`config.mk`:
```
export PLATFORM = sky130hd
export DESIGN_NAME = irq_group_combiner
export DESIGN_NICKNAME = d
export VERILOG_FILES = /design/src/rtl/irq_cmb_pkg.sv /design/src/rtl/cmb_sync.sv /design/src/rtl/cmb_window.sv /design/src/rtl/irq_group_combiner.sv
export SDC_FILE = /design/constraint.sdc
export NUM_CORES = 1
export LEC_CHECK = 0
export BUFFER_PORTS_ARGS = -buffer_cell sky130_fd_sc_hd__buf_2
export CELL_PAD_IN_SITES_DETAIL_PLACEMENT = 2
export CELL_PAD_IN_SITES_GLOBAL_PLACEMENT = 2
export CORE_UTILIZATION = 33
export DETAILED_ROUTE_END_ITERATION = 10
export PLACE_DENSITY_LB_ADDON = 0.1
export SKIP_CTS_REPAIR_TIMING = 1
export SLEW_MARGIN = 20
export SYNTH_ARGS = -nofsm -noshare
export SYNTH_HDL_FRONTEND = slang
export SYNTH_SLANG_ARGS = --single-unit
```
`constraint.sdc`:
```
create_clock -name clk -period 3.22 [get_ports clk]
set_input_delay 0.644 -clock clk [delete_from_list [all_inputs] [get_ports clk]]
set_output_delay 0.644 -clock clk [all_outputs]
set_load 0.01 [all_outputs]
```
`src/rtl/irq_cmb_pkg.sv`:
```
// Package: shared constants and register selector encoding for the combiner.
// Assumes 32-bit register windows holding four 8-source groups each.
package irq_cmb_pkg;
    localparam int WORD_W      = 32;
    localparam int GRP_SRC     = 8;
    localparam int GRP_PER_WIN = WORD_W / GRP_SRC;

    // Register selector taken from byte address bits [3:2]
    typedef enum logic [1:0] {
        SEL_EN_SET = 2'd0,
        SEL_EN_CLR = 2'd1,
        SEL_SPARE  = 2'd2,
        SEL_STATUS = 2'd3
    } reg_sel_e;
endpackage

```
`src/rtl/cmb_sync.sv`:
```
// Module: cmb_sync
// Multi-stage flop synchronizer for a vector of asynchronous level inputs.
// Assumes each bit is a slow level; no bus coherence across bits is implied.
module cmb_sync #(
    parameter int WIDTH  = 32,
    parameter int STAGES = 2
) (
    input  logic             clk,
    input  logic             rst_n,
    input  logic [WIDTH-1:0] d_in,
    output logic [WIDTH-1:0] q_out
);
    logic [WIDTH-1:0] stg [STAGES];

    generate
        for (genvar i = 0; i < STAGES; i++) begin : g_stage
            // Purpose: shift the sample one stage further from the async domain
            always_ff @(posedge clk) begin
                if (!rst_n) stg[i] <= '0;
                else if (i == 0) stg[i] <= d_in;
                else stg[i] <= stg[(i == 0) ? 0 : i-1];
            end
        end
    endgenerate

    assign q_out = stg[STAGES-1];
endmodule

```
`src/rtl/cmb_window.sv`:
```
// Module: cmb_window
// One register window: a 32-bit enable word with set/clear write ports,
// the gated status word and one OR line per 8-bit group.
// Assumes set_we and clr_we are never high together (decoded from one address).
module cmb_window
    import irq_cmb_pkg::*;
(
    input  logic                   clk,
    input  logic                   rst_n,
    input  logic                   set_we,
    input  logic                   clr_we,
    input  logic [WORD_W-1:0]      wdata,
    input  logic [WORD_W-1:0]      src_s,
    output logic [WORD_W-1:0]      en_q,
    output logic [WORD_W-1:0]      status,
    output logic [GRP_PER_WIN-1:0] grp_out
);
    // Purpose: hold enables, updated only through write-one set/clear
    always_ff @(posedge clk) begin
        if (!rst_n)      en_q <= '0;
        else if (set_we) en_q <= en_q | wdata;
        else if (clr_we) en_q <= en_q & ~wdata;
    end

    // Purpose: gate synchronized sources with their enables
    always_comb status = src_s & en_q;

    generate
        for (genvar g = 0; g < GRP_PER_WIN; g++) begin : g_grp
            assign grp_out[g] = |status[g*GRP_SRC +: GRP_SRC];
        end
    endgenerate
endmodule

```
`src/rtl/irq_group_combiner.sv`:
```
// Module: irq_group_combiner (top)
// Groups level interrupt sources by eight, N_WIN windows of four groups each.
// Address decode: [ADDR_W-1:4] window, [3:2] register, [1:0] must be zero.
// Assumes sources are levels held until serviced; read data is registered.
module irq_group_combiner
    import irq_cmb_pkg::*;
#(
    parameter int N_WIN       = 2,
    parameter int SYNC_STAGES = 2,
    localparam int WIN_BITS   = (N_WIN > 1) ? $clog2(N_WIN) : 1,
    localparam int ADDR_W     = WIN_BITS + 4,
    localparam int N_SRC      = N_WIN * WORD_W,
    localparam int N_GRP      = N_WIN * GRP_PER_WIN
) (
    input  logic              clk,
    input  logic              rst_n,
    input  logic [ADDR_W-1:0] bus_addr,
    input  logic              bus_we,
    input  logic [WORD_W-1:0] bus_wdata,
    output logic [WORD_W-1:0] bus_rdata,
    input  logic [N_SRC-1:0]  src_in,
    output logic [N_GRP-1:0]  grp_irq
);
    logic [WIN_BITS-1:0] win_sel;
    reg_sel_e            reg_sel;
    logic                aligned;
    logic [N_SRC-1:0]    src_s;
    logic [N_SRC-1:0]    en_all;
    logic [WORD_W-1:0]   en_word   [N_WIN];
    logic [WORD_W-1:0]   stat_word [N_WIN];
    logic [WORD_W-1:0]   rd_next;

    assign win_sel = bus_addr[ADDR_W-1:4];
    assign reg_sel = reg_sel_e'(bus_addr[3:2]);
    assign aligned = (bus_addr[1:0] == 2'b00);

    cmb_sync #(.WIDTH(N_SRC), .STAGES(SYNC_STAGES)) u_sync (
        .clk   (clk),
        .rst_n (rst_n),
        .d_in  (src_in),
        .q_out (src_s)
    );

    generate
        for (genvar w = 0; w < N_WIN; w++) begin : g_win
            logic hit;
            assign hit = aligned && (win_sel == WIN_BITS'(w));

            cmb_window u_win (
                .clk     (clk),
                .rst_n   (rst_n),
                .set_we  (bus_we && hit && (reg_sel == SEL_EN_SET)),
                .clr_we  (bus_we && hit && (reg_sel == SEL_EN_CLR)),
                .wdata   (bus_wdata),
                .src_s   (src_s[w*WORD_W +: WORD_W]),
                .en_q    (en_word[w]),
                .status  (stat_word[w]),
                .grp_out (grp_irq[w*GRP_PER_WIN +: GRP_PER_WIN])
            );
            assign en_all[w*WORD_W +: WORD_W] = en_word[w];
        end
    endgenerate

    // Purpose: select read data for the addressed window and register
    always_comb begin
        rd_next = '0;
        for (int w = 0; w < N_WIN; w++) begin
            if (aligned && (win_sel == WIN_BITS'(w))) begin
                case (reg_sel)
                    SEL_EN_SET, SEL_EN_CLR: rd_next = en_word[w];
                    SEL_STATUS:             rd_next = stat_word[w];
                    default:                rd_next = '0;
                endcase
            end
        end
    end

    // Purpose: register read data one cycle after the address
    always_ff @(posedge clk) begin
        if (!rst_n) bus_rdata <= '0;
        else        bus_rdata <= rd_next;
    end
endmodule

```
==> results.md <==
Run status:
- The flow ran to the end, and the final reports show no timing, DRC or antenna violations.

Routing:
- The number of nets with antenna violations after detailed routing is 0.
- The final layout contains routed wiring with a total length of 22,700 um.
- The detailed-routing iteration count for the pre-antenna-repair pass is 4.
- After detailed routing, the average wire length per cell comes to 18.8 um.
- The via count of the routed design is 6,168.
- The detailed router finished its first iteration with 242 violations.
- The number of vias per cell is 5.11.
- After detailed routing, the number of remaining DRC violations is 0.

STA:
- The ratio of final minimum period to clock period is 65.5%.
- Hold is met by 0.329 ns.
- The clock period could shrink to 2.11 ns.
- At the pin with the least slew margin, the transition time is 0.853 ns.
- Adding up every negative setup slack in the final design gives 0 ns.
- The hold violation total from the final report came to 0.
- Setup repair after global routing left no endpoint under its margin.
- The largest clock skew in the final design is 0.0132 ns.
- The number of max-slew violations in the final report is 0.
- The smallest setup slack after layout is 1.11 ns.
- For this run, the top clock speed supported by timing is 474 MHz.
- The worst max-slew margin expressed relative to the limit is 43.1%.
- Setup violations remaining at the end of the flow were counted as 0.

Placed design:
- The detailed placer's ending HPWL is 15,500 um.
- Port buffering added 143 buffers.
- The placer's final routability congestion estimate is 0.789.
- The placed instances occupy a cell area of 8730 um^2.
- Prior to clock tree synthesis, the placed netlist has a worst setup slack of 0.729 ns.

Global routing:
- The number of global-route vias before repair came to 6,666.
- The first global-routing pass estimated 36,400 um of wire.
- The residual overflow from global routing is 0.
- The aggregate global-route resource usage is 18.9%.
- The number of antenna violations at the first check in global routing came to 3.
- The maximum number of pins on one net before global-route repair is 75.

Finish:
- In the layout the commonest cells are 224 x sky130_fd_sc_hd__dfxtp_1, 142 x sky130_fd_sc_hd__buf_2, 129 x sky130_fd_sc_hd__and2_1.
- With fillers left out, the area of the finished cells amounts to 9530 um^2.
- Leaving out fill and tap cells, the most frequent cell in the layout is sky130_fd_sc_hd__dfxtp_1.
- The count of filler cells inserted in the layout is 2,504.
- In the final layout, the share of cells above drive strength 1 is 25.5%.
- For this run, the share of the core covered by cells in the final layout is 40.7%.
- In the final design database the tool counted 974 nets.
- Relative to the synthesized area, the layout overhead comes to 21.4%.

Clock network:
- After clock tree synthesis, the clock-pin slew on the worst setup and hold paths is 0.06 ns.
- The cell chosen for the clock root is sky130_fd_sc_hd__clkbuf_16.
- The CTS tree is done.
- For the worst-skew pair, the clock arrives at the later sink with an insertion delay of 0.52 ns.
- No sink is reached through more buffers than the 3 on the longest clock path.
- The clock drives 224 sinks.
- The number of CTS-inserted buffers is 25.
- The count of H-tree levels built during CTS is 1.

Hold path:
- The path category of the worst min-delay check is in2reg.
- The path with the worst hold slack has its endpoint at u_sync.stg[0][2].
- The critical hold path startpoint is src_in[2].
- The worst hold path cell count is 2.

Synth:
- Synthesis inferred 224 register bits.
- After technology mapping, the gate count stands at 752.
- Summing the sequential cell areas from Yosys gives 57.1% of the chip area.
- The cell accounting for the most synthesized area is sky130_fd_sc_hd__dfxtp_1.
- In this run the cell area of the synthesized design comes to 7850 um^2.
- Sorting the synthesized cells by area gives the leading types as sky130_fd_sc_hd__dfxtp_1 57%, sky130_fd_sc_hd__and2_1 10%, sky130_fd_sc_hd__a31oi_1 5.1%.
- The synthesized design devotes to its leading area cell type 57.1% of total area.
- The synthesized netlist net count is 856.
- The number of distinct library cells after synthesis is 23.
- A synthesized cell averages 10.4 um^2.
- For this run, the number of Yosys warnings is 0.

Power:
- The power share of the sequential group is 48.9%.
- For this design the total switching power over the nets is 1.32 mW.
- The total power per unit cell area is 623 nW/um^2.
- The clock share of power is 46.0%.
- In this run the static leakage power is 3.71 nW.
- The internal portion of total power is 4.61 mW.
- The share of power burned in combinational logic is 5.1%.
- The worst-case IR drop observed on VDD is 0.428 mV.
- Of the total power, the share spent switching nets is 22.3%.

Setup path:
- The worst setup path is of the reg2out kind.
- The peak fanout along the critical path is 3.
- STA puts the critical path data required time at 2.58 ns.
- The start of the worst register-to-register path is u_sync.stg[1][24].
- In this run the critical register-to-register path is captured at bus_rdata[24].
- The data arrival time of the worst path is 1.46 ns.
- In this run the register-to-register setup slack is 2.35 ns.
- The kind of start point of the critical path is a flip-flop.
- The type of element capturing the critical path is an output pin.
- The worst register-to-register path has a depth of 3.

Floorplan:
- The die outline area is 24,400 um^2.
- In this run the standard cell core region covers 23,400 um^2.
- The number of top-level pins is 144.
- The number of standard-cell rows in the floorplan is 56.
- The initial core utilization is 33.5%.
- The die width is 156 um.
- The y dimension of the die is 156 um.

Flow run:
- Max-cap violations in this run came to 0.
==> synth_stat cells <==
master,instances
sky130_fd_sc_hd__a211oi_1,36
sky130_fd_sc_hd__a211oi_2,28
sky130_fd_sc_hd__a21boi_0,1
sky130_fd_sc_hd__a21oi_1,33
sky130_fd_sc_hd__a22o_1,2
sky130_fd_sc_hd__a22oi_1,32
sky130_fd_sc_hd__a31oi_1,64
sky130_fd_sc_hd__a32o_1,30
sky130_fd_sc_hd__and2_0,1
sky130_fd_sc_hd__and2_1,128
sky130_fd_sc_hd__and3_1,2
sky130_fd_sc_hd__buf_1,5
sky130_fd_sc_hd__buf_2,21
sky130_fd_sc_hd__buf_6,9
sky130_fd_sc_hd__clkbuf_1,28
sky130_fd_sc_hd__dfxtp_1,224
sky130_fd_sc_hd__inv_2,1
sky130_fd_sc_hd__nand2_1,95
sky130_fd_sc_hd__nand4_1,8
sky130_fd_sc_hd__nand4bb_1,1
sky130_fd_sc_hd__nor2b_1,1
sky130_fd_sc_hd__nor3_4,1
sky130_fd_sc_hd__nor3b_4,1
==> how the worst max path moves through the flow <==
| stage | slack [ns] | from | endpoint |
|---|---|---|---|
| floorplan | 1.64 | bus_addr[1] | flip-flop |
| global placement | 0.82 | bus_addr[1] | flip-flop |
| detailed placement | 0.73 | bus_addr[1] | flip-flop |
| CTS | 1.06 | flip-flop | grp_irq[4] |
| global route | 1.02 | flip-flop | grp_irq[4] |
| finish | 1.11 | flip-flop | grp_irq[4] |
==> power groups by stage <==
stage	Sequential [mW]	Clock [mW]	Combinational, mW
final	2.90	2.73	0.304
after global routing	2.91	2.94	0.341
after CTS	2.90	2.81	0.311
after detailed placement	2.96	0	0.308
after global placement	2.96	0	0.292
after floorplan	2.94	0	0.172
==> worst max-delay path, stage by stage, from the launching register on <==
cell and delay [ns]:
sky130_fd_sc_hd__dfxtp_1 0.34, sky130_fd_sc_hd__a22oi_1 0.29, sky130_fd_sc_hd__nand4_1 0.15, sky130_fd_sc_hd__buf_2 0.17
==> metrics by stage <==
| stage | instances | total power [mW] |
|---|---|---|
| global placement | 1162 | 3.25 |
| finish | 1208 | 5.93 |
| detailed placement | 1162 | 3.27 |
| floorplan | 752 | 3.11 |
| global route | 1207 | 6.19 |
| CTS | 1207 | 6.02 |
==> kinds of logic after synthesis <==
| group | count (synthesis) | share of synthesized area, % |
|---|---|---|
| flip-flops | 224 | 57.1 |
| buffers and inverters | 64 | 4.26 |
| AO/OA/AOI/OAI | 226 | 22.3 |
| AND/OR/NAND/NOR | 238 | 16.3 |
==> layer usage <==
| metal | track usage [%] | wire, um |
|---|---|---|
| met5 | 0 | 13 |
| met1 | 23.7 | 10100 |
| met3 | 3.52 | 1020 |
| met2 | 33.0 | 11100 |
| met4 | 5.32 | 548 |
==> final cells by class <==
| cell class | count | area, um^2 | share of cell area (%) |
|---|---|---|---|
| Timing Repair Buffer | 154 | 801 | 8.40 |
| Antenna cell | 1 | 2.50 | 0.0263 |
| Clock inverter | 4 | 23.8 | 0.249 |
| Sequential cell | 224 | 4480 | 47.1 |
| Inverter | 1 | 3.75 | 0.0394 |
| Tap cell | 319 | 399 | 4.19 |
| Clock buffer | 41 | 776 | 8.14 |
| Multi-Input combinational cell | 464 | 3040 | 31.9 |
(Power assumes the default switching activity.)
